`config.mk`:
```
export PLATFORM = sky130hd
export DESIGN_NAME = fp_round_pack
export DESIGN_NICKNAME = d
export VERILOG_FILES = /design/src/rtl/fp_round_pkg.sv /design/src/rtl/fp_round_incr.sv /design/src/rtl/fp_round_ovf.sv /design/src/rtl/fp_round_pack_core.sv /design/src/rtl/fp_round_pack.sv
export SDC_FILE = /design/constraint.sdc
export NUM_CORES = 1
export LEC_CHECK = 0
export ABC_AREA = 1
export BUFFER_PORTS_ARGS = -buffer_cell sky130_fd_sc_hd__buf_2
export CAP_MARGIN = 10
export CORE_MARGIN = 5
export CORE_UTILIZATION = 45
export CTS_CLUSTER_DIAMETER = 100
export DETAILED_ROUTE_END_ITERATION = 7
export PLACE_DENSITY = 0.73
export SYNTH_ARGS = -nofsm -noshare
export SYNTH_HDL_FRONTEND = slang
export SYNTH_HIERARCHICAL = 1
export SYNTH_SLANG_ARGS = --single-unit
```
`constraint.sdc`:
```
create_clock -name clk -period 0.8 [get_ports clk]
set_clock_uncertainty 0.2 [all_clocks]
set_input_delay 0.08 -clock clk [delete_from_list [all_inputs] [get_ports clk]]
set_output_delay 0.08 -clock clk [all_outputs]
set_load 0.02 [all_outputs]
```
`src/rtl/fp_round_pkg.sv`:
```
package fp_round_pkg;

    typedef enum logic [2:0] {
        RM_NEAR_EVEN = 3'd0,
        RM_TO_ZERO   = 3'd1,
        RM_DOWN      = 3'd2,
        RM_UP        = 3'd3,
        RM_NEAR_AWAY = 3'd4
    } rmode_e;

endpackage

```
`src/rtl/fp_round_incr.sv`:
```
module fp_round_incr
    import fp_round_pkg::*;
#(
    parameter int DATA_W = 16,
    parameter int EXP_W  = 5
) (
    input  logic              sign_i,
    input  rmode_e            mode_i,
    output logic [DATA_W-1:0] inc_o
);
    localparam logic [DATA_W-1:0] ONE   = {{(DATA_W-1){1'b0}}, 1'b1};
    localparam logic [DATA_W-1:0] HALF  = ONE << (EXP_W - 2);
    localparam logic [DATA_W-1:0] RAISE = (ONE << (EXP_W - 1)) - ONE;

    always_comb begin
        case (mode_i)
            RM_NEAR_EVEN, RM_NEAR_AWAY: inc_o = HALF;
            RM_UP:                      inc_o = sign_i ? '0 : RAISE;
            RM_DOWN:                    inc_o = sign_i ? RAISE : '0;
            default:                    inc_o = '0;
        endcase
    end

    // the increment is only ever zero, half an LSB or the raise constant
    always_comb begin
        assert (inc_o == '0 || inc_o == HALF || inc_o == RAISE);
    end
endmodule

```
`src/rtl/fp_round_ovf.sv`:
```
module fp_round_ovf #(
    parameter int DATA_W = 16,
    parameter int EXP_W  = 5
) (
    input  logic [DATA_W-1:0] exp_i,
    input  logic [DATA_W-1:0] man_i,
    input  logic [DATA_W-1:0] inc_i,
    output logic              ovf_o
);
    localparam logic [DATA_W-1:0] ONE   = {{(DATA_W-1){1'b0}}, 1'b1};
    localparam logic [DATA_W-1:0] LIMIT = (ONE << EXP_W) - (ONE + ONE + ONE);
    localparam logic [DATA_W:0]   MTOP  = {{DATA_W{1'b0}}, 1'b1} << (DATA_W - 1);

    logic [DATA_W:0] wide_sum;
    logic            at_limit;
    logic            past_limit;
    logic            man_carry;

    always_comb begin
        wide_sum   = {1'b0, man_i} + {1'b0, inc_i};
        at_limit   = (exp_i >= LIMIT);
        past_limit = (exp_i > LIMIT);
        man_carry  = (wide_sum >= MTOP);
        ovf_o      = at_limit && (past_limit || man_carry);
    end
endmodule

```
`src/rtl/fp_round_pack_core.sv`:
```
module fp_round_pack_core #(
    parameter int DATA_W = 16,
    parameter int EXP_W  = 5
) (
    input  logic              sign_i,
    input  logic [DATA_W-1:0] exp_i,
    input  logic [DATA_W-1:0] man_i,
    input  logic [DATA_W-1:0] inc_i,
    input  logic              tie_even_i,
    output logic [DATA_W-1:0] res_o,
    output logic              inexact_o
);
    localparam int FRAC_W = DATA_W - 1 - EXP_W;
    localparam int GRD_W  = EXP_W - 1;
    localparam logic [DATA_W-1:0] ONE      = {{(DATA_W-1){1'b0}}, 1'b1};
    localparam logic [DATA_W-1:0] GRD_MASK = (ONE << GRD_W) - ONE;
    localparam logic [DATA_W-1:0] HALF     = ONE << (EXP_W - 2);
    localparam logic [DATA_W-1:0] SIGN_BIT = ONE << (DATA_W - 1);

    logic [DATA_W-1:0] grd;
    logic [DATA_W-1:0] sum;
    logic [DATA_W-1:0] shifted;
    logic [DATA_W-1:0] rounded;
    logic [DATA_W-1:0] exp_use;
    logic [DATA_W-1:0] mag;

    always_comb begin
        grd       = man_i & GRD_MASK;
        inexact_o = (grd != '0);
        sum       = man_i + inc_i;
        shifted   = sum >> GRD_W;
        rounded   = (tie_even_i && grd == HALF) ? (shifted & ~ONE) : shifted;
        exp_use   = (rounded == '0) ? '0 : exp_i;
        mag       = (exp_use << FRAC_W) + rounded;
        res_o     = (mag & ~SIGN_BIT) | (sign_i ? SIGN_BIT : '0);
    end
endmodule

```
`src/rtl/fp_round_pack.sv`:
```
module fp_round_pack
    import fp_round_pkg::*;
#(
    parameter int DATA_W = 16,
    parameter int EXP_W  = 5
) (
    input  logic              clk,
    input  logic              rst_n,
    input  logic              sign_i,
    input  logic [DATA_W-1:0] exp_i,
    input  logic [DATA_W-1:0] man_i,
    input  logic [2:0]        mode_i,
    output logic [DATA_W-1:0] res_o,
    output logic              inexact_o,
    output logic              overflow_o
);
    localparam int FRAC_W = DATA_W - 1 - EXP_W;
    localparam logic [DATA_W-1:0] ONE    = {{(DATA_W-1){1'b0}}, 1'b1};
    localparam logic [DATA_W-1:0] LIMIT  = (ONE << EXP_W) - (ONE + ONE + ONE);
    localparam logic [DATA_W-2:0] INF_EM = {{EXP_W{1'b1}}, {FRAC_W{1'b0}}};
    localparam logic [DATA_W-2:0] MAX_EM = INF_EM - {{(DATA_W-2){1'b0}}, 1'b1};

    typedef struct packed {
        logic [DATA_W-1:0] res;
        logic              inx;
        logic              ovf;
    } out_t;

    rmode_e            mode;
    logic [DATA_W-1:0] inc;
    logic              ovf;
    logic [DATA_W-1:0] norm_res;
    logic              norm_inx;
    out_t              out_d;
    out_t              out_q;

    assign mode = rmode_e'(mode_i);

    fp_round_incr #(.DATA_W(DATA_W), .EXP_W(EXP_W)) u_incr (
        .sign_i (sign_i),
        .mode_i (mode),
        .inc_o  (inc)
    );

    fp_round_ovf #(.DATA_W(DATA_W), .EXP_W(EXP_W)) u_ovf (
        .exp_i  (exp_i),
        .man_i  (man_i),
        .inc_i  (inc),
        .ovf_o  (ovf)
    );

    fp_round_pack_core #(.DATA_W(DATA_W), .EXP_W(EXP_W)) u_core (
        .sign_i     (sign_i),
        .exp_i      (exp_i),
        .man_i      (man_i),
        .inc_i      (inc),
        .tie_even_i (mode == RM_NEAR_EVEN),
        .res_o      (norm_res),
        .inexact_o  (norm_inx)
    );

    always_comb begin
        out_d = out_q;
        if (ovf) begin
            out_d.res = {sign_i, (inc == '0) ? MAX_EM : INF_EM};
            out_d.inx = 1'b1;
            out_d.ovf = 1'b1;
        end else begin
            out_d.res = norm_res;
            out_d.inx = norm_inx;
            out_d.ovf = 1'b0;
        end
    end

    always_ff @(posedge clk or negedge rst_n) begin
        if (!rst_n) out_q <= '0;
        else        out_q <= out_d;
    end

    assign res_o      = out_q.res;
    assign inexact_o  = out_q.inx;
    assign overflow_o = out_q.ovf;

    a_r10_ovf_flags: assert property (@(posedge clk) disable iff (!rst_n)
        overflow_o |-> inexact_o);
    a_r10_ovf_pattern: assert property (@(posedge clk) disable iff (!rst_n)
        overflow_o |-> (res_o[DATA_W-2:0] == INF_EM || res_o[DATA_W-2:0] == MAX_EM));
    a_r9_below_limit: assert property (@(posedge clk) disable iff (!rst_n)
        (exp_i < LIMIT) |=> !overflow_o);
    a_r5_exact_guard: assert property (@(posedge clk) disable iff (!rst_n)
        (man_i[EXP_W-2:0] == '0 && exp_i < LIMIT) |=> !inexact_o);
    a_r2_sign_kept: assert property (@(posedge clk) disable iff (!rst_n)
        1'b1 |=> res_o[DATA_W-1] == $past(sign_i));
endmodule

```
# ---- Word-level counts from Yosys, hierarchy flattened
# Index checks and enable logic that the tools add are counted.
dict set report totals {
  output_inout_bits 18
  ff_bits 18
  elab_cells 30
  in_bits 38
}
dict set report op_classes {
  bitwise_logic 1
  n_mux 8
  n_reduce_logical 8
  n_lt_le_gt_ge 3
  n_eq_ne 4
  n_addsub 3
}
# operator count
set ops {}
lappend ops {{one-hot mux 16 bit (3 select lines)} 1}
lappend ops {{logical NOT 16 bit} 2}
lappend ops {{2-to-1 mux 18 bit} 1}
lappend ops {{adder 16 x 16 -> 17 bit} 1}
lappend ops {{greater-or-equal comparator 17 x 16 -> 1 bit, second input constant} 1}
lappend ops {{adder 16 bit} 1}
lappend ops {{greater-or-equal comparator 16 x 5 -> 1 bit, second input constant} 1}
lappend ops {{greater-than comparator 16 x 5 -> 1 bit, second input constant} 1}
lappend ops {{2-to-1 mux 16 bit} 1}
lappend ops {{OR 15 x 16 -> 16 bit} 1}
lappend ops {{nonzero test 16 bit} 1}
lappend ops {{adder 15 x 12 -> 15 bit} 1}
lappend ops {{2-to-1 mux 11 bit} 1}
lappend ops {{2-to-1 mux 4 bit} 2}
lappend ops {{== test 3 x 2 -> 1 bit, second input constant} 2}
lappend ops {{2-to-1 mux 5 bit} 1}
lappend ops {{== test 4 bit, second input constant} 1}
lappend ops {{== test 3 bit, second input constant} 1}
lappend ops {{logical NOT 3 bit} 1}
lappend ops {{logical AND 1 bit} 2}
lappend ops {{OR reduction 2 bit} 1}
lappend ops {{logical OR 1 bit} 1}
lappend ops {{2-to-1 mux 1 bit} 1}

# ---- Longest topological paths before layout
# Gate-level depths: netlist of run 1.
dict set report logic_depth {
  word_depth 10
  depth_mapped 28
  ltp_nobuf 27
}

# ---- Hierarchy
# Netlist of run 1, hierarchy kept.
# module seq_area_each_um2 cells_per_inst area_each_um2 n_inst
set modules_own_cells {}
lappend modules_own_cells {fp_round_pack_core 0.0 256 1270.0 1}
lappend modules_own_cells {fp_round_pack 450.4 82 729.4 1}
lappend modules_own_cells {fp_round_ovf 0.0 114 658.1 1}
lappend modules_own_cells {fp_round_incr 0.0 25 162.7 1}

# ---- Least setup slack after synthesis of run 1
# OpenSTA, ideal clock, no wires.
dict set report synth_timing {
  kind {input -> register}
  start {input port mode_i[1]}
  end {register out_q, in the netlist res_o[14]}
  t_required_ns 0.473
  path_buffers 1
  setup_slack_ns -2.127
  path_stages 27
  arrival_ns 2.600
  setup_ns 0.127
  path_cell_list {inv_1 > nor2_4 > nand3_2 > inv_1 > buf_4 > ha_1 > nand2_1 > inv_1 > nand2_1 > nand2_1 > nand2_1 > nand2_2 > nand2_1 > nand2_1 > nand2_1 > nand2_2 > nor2_2 > a21boi_0 > ha_1 > ha_1 > inv_1 > nand2_1 > inv_1 > nor2_1 > nand3b_1 > nand2_1 > or2_2}
}
# element line_no
set synth_lines {}
lappend synth_lines {{start, declared} fp_round_pack.sv:12} ;# input logic [2:0] mode_i,
lappend synth_lines {{end signal, assigned} fp_round_pack.sv:77} ;# else out_q <= out_d;
lappend synth_lines {{end, declared} fp_round_pack.sv:35} ;# out_t out_q;

==> metrics, run 1 <==
Die Area 7950 um^2; Leak 2.49 nW; Post-Synthesis Cells 477; CP arrival 2.71 ns; commonest non-fill, non-tap cells in the layout nand2_1, buf_4, inv_1, nand2_2, nor2_1; Worst Path Max Fanout 3; outcome complete, but fails checks; Final period util 347%; clock network fraction of total power 14.5%; DIE HEIGHT 89.2 um; Switch Pwr 1.58 mW; Num CTS Buffers 3; DR iter-0 viols 165; Switching Share 39.3%; cell row count 28; share of layout cells above drive strength 1 42.6%; commonest non-fill, non-tap cell in the layout nand2_1; Via density 4.87; Netlist cell types 27; CP Buf/Inv Count 5; Area after DPL 3670 um^2; PwrDens 914 nW/um^2; Sink Count 18; synthesized area 2820 um^2; Max Freq 360 MHz; most repeated library cell on the critical path nand2_2; RSZ-0062 raised after global routing yes; Max Slew Vio Count 0; Hold Slack 0.0340 ns; drt first pass iters 6; global placement routability congestion 0.859; final worst slack -1.98 ns; Yosys reg bits 18; clock buffer depth 2; Starting Density 47.1%; clock root buffer master clkbuf_8; setup tns final -32.77 ns; number of standard cells in the final layout excluding fillers 690; GRT overflow 0; final setup violating endpoints 36; DR WL/cell 12.2 um; antenna cells 0; PortBufs 55; Global Route Usage Sum 20.4%; Area growth syn-to-layout 56.1%; CP peak stage delay 0.30 ns; antenna violations before repair 0; final hold vios 0; Combinational Power Share 62.7%; global routing usage on met1 23.8%; maxcap violations 0; internal power 2.45 mW; GR peak layer met2; GR Util met2 38.4%; final core utilization 73.5%; cell family with most CP delay simple AND/OR/NAND/NOR gates; failing checks negative setup slack; Worst EP required 0.73 ns; largest net degree at the start of global routing 19; post-synth top area share 23.7%; # IOs 56; post-placement cell count 666; number of global-route vias before repair 3,253; total number of yosys warnings 6; hpwl dp 5970 um; Flop pwr share 22.7%; DR vias 3,362; # nets final 688; ranking of synthesized cells by area nand2_1, dfrtp_1, ha_1; post-route cell area 4400 um^2; cell taking the most area after synthesis nand2_1; Final min period 2.78 ns; CTS tree done; drc violations 0; average size of a mapped cell 5.91 um^2; CTS H-tree lvls 1; final wirelength 8410 um; clock transition at the registers of the reported paths 0.06 ns; M3 GR Usage 1.01%; Startpoint Class primary input; worst setup path category primary input to flip-flop; Crit-path slowest cell ha_4; Chip Width 89.2 um; Worst Hold Class primary input to flip-flop; sequential share of the synthesized area 16.0%; post-route ant nets 0; first-pass GRT wire length 13,300 um; core area 5990 um^2; worst vdd ir 1.00 mV; CP endpoint kind flip-flop
## cell families after synthesis
kind of cell,share of synthesized area [%]
compound gates,4.92
xor+xnor,0.311
fa+ha+maj,14.9
buf+inv,14.7
flops,16.0
other cells,0.133
simple gates,49.1
## cell type report
type                       instances  area [um^2]
clock buffer                       3         41.3
fill                             459         1590
inverter                          79          328
multi-input combinational        376         2350
sequential                        18          450
tap                               75         93.8
timing repair buffer             138         1130
timing repair inverter             1         7.51
## power groups by stage
| stage | clock [mW] | combinational (mW) | sequential (mW) |
|---|---|---|---|
| CTS | 0.610 | 2.25 | 0.915 |
| detailed placement | 0 | 1.91 | 0.931 |
| finish | 0.585 | 2.52 | 0.915 |
| floorplan | 0 | 1.22 | 0.935 |
| global route | 0.634 | 2.78 | 0.915 |
| global placement | 0 | 1.87 | 0.930 |
## tightest hold or removal path: cells and delay by family
family	cells	cell delay, ns
buf+inv	3	0.29
simple gates	2	0.08
## layer usage
metal	vias up	part of all wire, %
li1	1729	-
met1	1492	40
met2	112	52
met3	29	5.4
met4	0	3.0
met5	-	0
## final timing paths
| path | from | endpoint | slack [ns] | depth (start not counted) |
|---|---|---|---|---|
| max | sign_i | res_o[14]$_DFF_PN0_ | -1.98 | 28 |
| min | sign_i | res_o[15]$_DFF_PN0_ | 0.03 | 5 |
| max in group asynchronous | rst_n | res_o[14]$_DFF_PN0_ | 0.14 | 2 |
| min in group asynchronous | rst_n | res_o[15]$_DFF_PN0_ | 0.06 | 2 |
## registers in the layout, summed over array words and instances (netlist names)
| register | cells |
|---|---|
| inexact_o | 1 |
| res_o | 16 |
| overflow_o | 1 |
## what timing repair did
action	CTS	global route
gates resized for setup	104	47
pin swaps	41	25
endpoints found under the hold margin	19	0
setup endpoints to repair	36	54
gates cloned	2	0
buffers inserted	14	6
hold buffers	1	0
## through the flow
step	setup WS [ns]	power, mW
final	-1.98	4.03
after global routing	-2.11	4.33
after CTS	-1.76	3.77
after detailed placement	-2.29	2.84
after global placement	-2.16	2.80
after floorplan	-1.94	2.15
## synth_stat cells
cell type,n
buf_4,15
inv_1,76
xnor2_1,1
nor2_1,43
or2_2,5
nand2_1,178
dfrtp_1,18
nand2_2,15
and2_1,2
a21oi_2,5
nand3b_1,8
a21boi_0,2
nand4_1,7
buf_2,1
nand3b_4,1
nor3_1,5
inv_2,3
a21oi_1,13
nor2_4,3
nand3_1,27
nand3_2,4
nor2_2,8
a21o_1,2
fa_1,1
or2_4,1
conb_1,1
ha_1,32
Note: power is estimated with default switching activity, not from simulation.
==> run 2: changes to the inputs <==
--- a/config.mk
+++ b/config.mk
@@ -5,14 +5,13 @@
 export SDC_FILE = /design/constraint.sdc
 export NUM_CORES = 1
 export LEC_CHECK = 0
-export ABC_AREA = 1
 export BUFFER_PORTS_ARGS = -buffer_cell sky130_fd_sc_hd__buf_2
 export CAP_MARGIN = 10
 export CORE_MARGIN = 5
 export CORE_UTILIZATION = 45
 export CTS_CLUSTER_DIAMETER = 100
 export DETAILED_ROUTE_END_ITERATION = 7
-export PLACE_DENSITY = 0.73
+export PLACE_DENSITY = 0.75
 export SYNTH_ARGS = -nofsm -noshare
 export SYNTH_HDL_FRONTEND = slang
 export SYNTH_HIERARCHICAL = 1
==> metrics, run 2 <==
number of synthesized flops with an enable pin 0; # nets final 465; drc violations 0; PortBufs 55; CP endpoint kind flip-flop; global placement routability congestion 0.939; post-route ant nets 0; register area 450 um^2; clock root buffer master clkbuf_8; Switching Share 34.8%; clock buffer depth 2; share of layout cells above drive strength 1 48.0%; core area 5040 um^2; worst setup path category primary input to flip-flop; ys async rst share 100%; Worst Hold Class primary input to flip-flop; worst min-delay path startpoint sign_i; CTS H-tree lvls 1; Post-Synthesis Cells 260; commonest non-fill, non-tap cell in the layout buf_4; first-pass GRT wire length 10,500 um; clock transition at the registers of the reported paths 0.06 ns; Max Freq 282 MHz; final worst slack -2.74 ns; Netlist cell types 65; dpl ws -3.14 ns; number of global-route vias before repair 2,470; average size of a mapped cell 8.84 um^2; worst vdd ir 0.652 mV; ys flop type dfrtp_1; Switch Pwr 1.20 mW; hpwl dp 5040 um; max reg flops 16; commonest non-fill, non-tap cells in the layout buf_4, buf_2, ha_1, buf_6, dfrtp_1; fillers 387; DR iter-0 viols 118; cell taking the most area after synthesis dfrtp_1; maxcap violations 0; Via density 5.21; RSZ-0062 raised after global routing yes; most instantiated cells after synthesis ha_1, a21oi_1, dfrtp_1; Worst Path Max Fanout 3; Final period util 443%; Hold Slack -0.0103 ns; largest net degree at the start of global routing 19; outcome complete, but fails checks; Global Route Usage Sum 19.8%; area of the multi-input gates 1860 um^2; antenna violations before repair 0; Sink Count 18; Leak 1.69 nW; post-placement cell count 445; # hold bufs at CTS 1; sequential share of the synthesized area 19.6%; final wirelength 6410 um; synthesized area 2300 um^2; PwrDens 971 nW/um^2; total number of yosys warnings 6; failing checks negative hold slack, negative setup slack; Area growth syn-to-layout 55.0%; cell row count 26; Die Area 6640 um^2; WHS Path Cells 3; Flop pwr share 26.4%; Startpoint Class primary input; CTS tree done; internal power 2.25 mW; final hold vios 1; final core utilization 70.7%; # IOs 56; GRT overflow 0; Worst EP required 0.74 ns; DIE HEIGHT 81.5 um; hold endpoint res_o[15]$_DFF_PN0_; Final min period 3.54 ns; ranking of synthesized cells by area dfrtp_1, ha_1, o22ai_2; count leader, synth ha_1; Starting Density 45.6%; drt first pass iters 4; clock network fraction of total power 17.3%; Num CTS Buffers 3; DR vias 2,407; post-synth top area share 19.6%; DR WL/cell 13.9 um; number of standard cells in the final layout excluding fillers 462; final setup violating endpoints 36; Chip Width 81.5 um; Yosys reg bits 18; antenna cells 0; Max Slew Vio Count 0; Combinational Power Share 56.3%; CP arrival 3.48 ns
-- run 2: changes by cell type in the layout (fill, tap and decap cells not counted), sizes merged, moves of 9 or more --
| cell | previous run | this run |
|---|---|---|
| nand2 | 193 | 12 |
| o22ai | 0 | 10 |
| o21ai | 0 | 15 |
| nand3 | 31 | 11 |
| nor2 | 54 | 13 |
| xnor2 | 1 | 10 |
| nand3b | 10 | 1 |
| inv | 78 | 16 |
-- run 2: power by group through the flow --
stage	clock (mW)	combinational (mW)	sequential, mW
floorplan	0	1.05	0.935
global placement	0	1.68	0.930
detailed placement	0	1.72	0.931
CTS	0.591	1.83	0.915
global route	0.659	2.15	0.914
finish	0.598	1.95	0.915
-- run 2: cell families after synthesis --
| family | share of synthesized area, % |
|---|---|
| muxes | 0.925 |
| AOI/OAI and AO/OA | 24.9 |
| adders and majority gates | 18.8 |
| other | 0.163 |
| buffers and inverters | 8.93 |
| xor gates and xnor gates | 4.57 |
| and+or+nand+nor | 22.1 |
| DFF | 19.6 |
-- run 2: final cells by class --
class	count	share of cell area, %
clock buffer	3	1.16
inverter	16	1.69
multi-input combinational	217	52.2
sequential	18	12.6
tap	70	2.46
timing repair buffer	138	29.8
-- run 2: how the worst max path moves through the flow --
stage | from | end | cells past startpoint | slack [ns]
4_1_cts | sign_i | res_o[12]$_DFF_PN0_ | 20 | -2.82
6_report | sign_i | res_o[12]$_DFF_PN0_ | 21 | -2.74
3_3_place_gp | sign_i | res_o[12]$_DFF_PN0_ | 20 | -3.10
3_5_place_dp | mode_i[0] | res_o[12]$_DFF_PN0_ | 19 | -3.14
5_1_grt | sign_i | res_o[14]$_DFF_PN0_ | 21 | -2.94
2_1_floorplan | mode_i[0] | res_o[12]$_DFF_PN0_ | 19 | -2.99
-- run 2: stage by stage --
step / hold slack, ns / TNS [ns] / power (mW) / area, um^2
floorplan: -0.416 / -39.83 / 1.98 / 2440
global placement: -0.186 / -46.50 / 2.61 / 3170
detailed placement: -0.181 / -48.00 / 2.65 / 3170
CTS: -0.00527 / -45.12 / 3.33 / 3530
global route: -0.0163 / -48.32 / 3.72 / 3560
finish: -0.0103 / -45.51 / 3.46 / 3560
-- run 2: timing repair --
action / CTS / global route
setup buffers: 10 / 5
hold endpoints to repair: 19 / 1
gates cloned: 1 / 0
resized for setup: 65 / 5
pin swaps: 24 / 13
setup endpoints to repair: 36 / 54
-- run 2: routing by layer --
metal | vias up | GRT usage, % | wire (um)
met2 | 66 | 35.6 | 3220
li1 | 1209 | - | -
met5 | - | 0 | 0
met1 | 1116 | 23.7 | 2750
met3 | 16 | 2.08 | 268
met4 | 0 | 8.61 | 164
-- run 2: worst max-delay path, cell delays in order --
cell	delay [ns]
buf_8	0.11
xnor2_4	0.17
nor3b_4	0.06
buf_6	0.13
ha_4	0.27
buf_4	0.10
o21ai_1	0.06
a22oi_2	0.24
a41oi_2	0.17
xnor2_1	0.17
nor4_1	0.26
nand4b_1	0.16
nor4_2	0.21
and2_1	0.20
nor2b_1	0.06
ha_2	0.19
ha_4	0.15
o21ba_4	0.22
nor2_1	0.04
a221o_1	0.24
or2_1	0.20
==> run 3: changes to the inputs <==
--- a/config.mk
+++ b/config.mk
@@ -7,8 +7,9 @@
 export LEC_CHECK = 0
 export BUFFER_PORTS_ARGS = -buffer_cell sky130_fd_sc_hd__buf_2
 export CAP_MARGIN = 10
-export CORE_MARGIN = 5
+export CORE_MARGIN = 3
 export CORE_UTILIZATION = 45
+export CTS_BUF_LIST = sky130_fd_sc_hd__clkbuf_8
 export CTS_CLUSTER_DIAMETER = 100
 export DETAILED_ROUTE_END_ITERATION = 7
 export PLACE_DENSITY = 0.75
==> metrics, run 3 (synthesis gave the netlist of run 2 again) <==
Final min period 3.86 ns; final setup violating endpoints 36; final wirelength 7290 um; Combinational Power Share 55.8%; # IOs 56; CP endpoint kind flip-flop; Via density 5.44; cell family with most CP delay simple AND/OR/NAND/NOR gates; Flop pwr share 24.2%; Switching Share 35.9%; setup tns final -45.32 ns; PwrDens 1030 nW/um^2; Startpoint Class primary input; Leak 1.77 nW; failing checks negative hold slack, negative setup slack; CP peak stage delay 0.36 ns; Starting Density 47.7%; internal power 2.42 mW; Max Slew Vio Count 0; worst vdd ir 0.740 mV; max reg flops 16; clock transition at the registers of the reported paths 0.07 ns; Num CTS Buffers 3; PortBufs 55; Sink Count 18; CP Buf/Inv Count 9; Hold Slack -0.0275 ns; worst setup path category primary input to flip-flop; most repeated library cell on the critical path buf_4; Global Route Usage Sum 23.3%; Worst EP required 0.75 ns; RSZ-0062 raised after global routing yes; Max Freq 259 MHz; post-route ant nets 0; CTS H-tree lvls 1; drt first pass iters 4; clock buffer depth 2; GRT overflow 0; final worst slack -3.06 ns; Die Area 6000 um^2; dpl ws -3.28 ns; DIE HEIGHT 77.5 um; fillers 317; Switch Pwr 1.35 mW; number of global-route vias before repair 2,604; maxcap violations 0; drc violations 0; Chip Width 77.5 um; antenna cells 0; final hold vios 1; clock network fraction of total power 20.0%; antenna violations before repair 0; Worst Hold Class primary input to flip-flop; DR iter-0 viols 139; # hold bufs at CTS 1; commonest non-fill, non-tap cells in the layout buf_4, buf_2, ha_1, buf_6, dfrtp_1; outcome complete, but fails checks; Final period util 483%; commonest non-fill, non-tap cell in the layout buf_4; Crit-path slowest cell nor4_1; first-pass GRT wire length 11,400 um; clock root buffer master clkbuf_8; Area growth syn-to-layout 60.0%; global placement routability congestion 0.904; cell row count 25; DR vias 2,559; CTS tree done; # nets final 475; core area 4820 um^2; hpwl dp 4870 um; Worst Path Max Fanout 3; crit-path cells buf_8, buf_4, nand2b_1, o221ai_1, ha_1, o21ai_1, a22oi_2, a41oi_2, xnor2_1, nor4_1, nand4b_1, nor4_2, buf_4, buf_4, buf_4, buf_4, buf_4, buf_4, buf_4, mux2i_1, a221o_1, or2_1; share of layout cells above drive strength 1 48.9%; CP arrival 3.81 ns; largest net degree at the start of global routing 19; DR WL/cell 15.5 um
## run 3: repair_timing
item	4_1_cts	5_1_grt
buffers inserted	17	7
pin swaps	22	12
resized for setup	55	13
endpoints found under the setup margin	36	54
gates cloned	1	0
endpoints found under the hold margin	19	1
## run 3: layer usage
metal  vias to the layer above  track usage (%)  part of all wire (%)
li1                       1236                -                     -
met1                      1193             26.1                    39
met2                       101             42.1                    52
met3                        29             2.78                   4.2
met4                         0             13.2                   4.3
met5                         -                0                     0
## run 3: tightest hold or removal path, delay by kind of cell
family / cells / cell delay (ns)
buf+inv: 2 / 0.20
mux: 1 / 0.13
## run 3: layout make-up
class                           instances  area [um^2]  area share, %
Multi-Input combinational cell        217         1870           51.0
Timing Repair Buffer                  148         1150           31.4
Sequential cell                        18          450           12.2
Tap cell                               67         83.8           2.28
Inverter                               16         60.1           1.63
Clock buffer                            4         55.1           1.50
## run 3: power by group through the flow
stage / Sequential (mW) / Combinational (mW) / Clock, mW
finish: 0.914 / 2.11 / 0.753
global route: 0.914 / 2.27 / 0.796
CTS: 0.915 / 1.83 / 0.722
detailed placement: 0.930 / 1.72 / 0
global placement: 0.930 / 1.67 / 0
floorplan: 0.935 / 1.05 / 0
## run 3: worst paths after layout
check	startpoint	to	slack [ns]	depth (start not counted)
worst max-delay path	sign_i	res_o[12]$_DFF_PN0_	-3.06	22
worst min-delay path	sign_i	res_o[15]$_DFF_PN0_	-0.03	3
max in group asynchronous	rst_n	res_o[8]$_DFF_PN0_	0.17	2
min in group asynchronous	rst_n	inexact_o$_DFF_PN0_	0.04	2
## run 3: per-stage QoR
step / util (%) / std cells / hold slack, ns / cell area, um^2 / total power [mW]
floorplan: - / 271 / -0.416 / 2440 / 1.98
finish: 76.3 / 470 / -0.0275 / 3680 / 3.77
global route: 76.3 / 470 / -0.0155 / 3680 / 3.98
detailed placement: 65.6 / 441 / -0.187 / 3160 / 2.65
global placement: 65.6 / 441 / -0.187 / 3160 / 2.60
CTS: 74.0 / 464 / -0.0184 / 3560 / 3.47
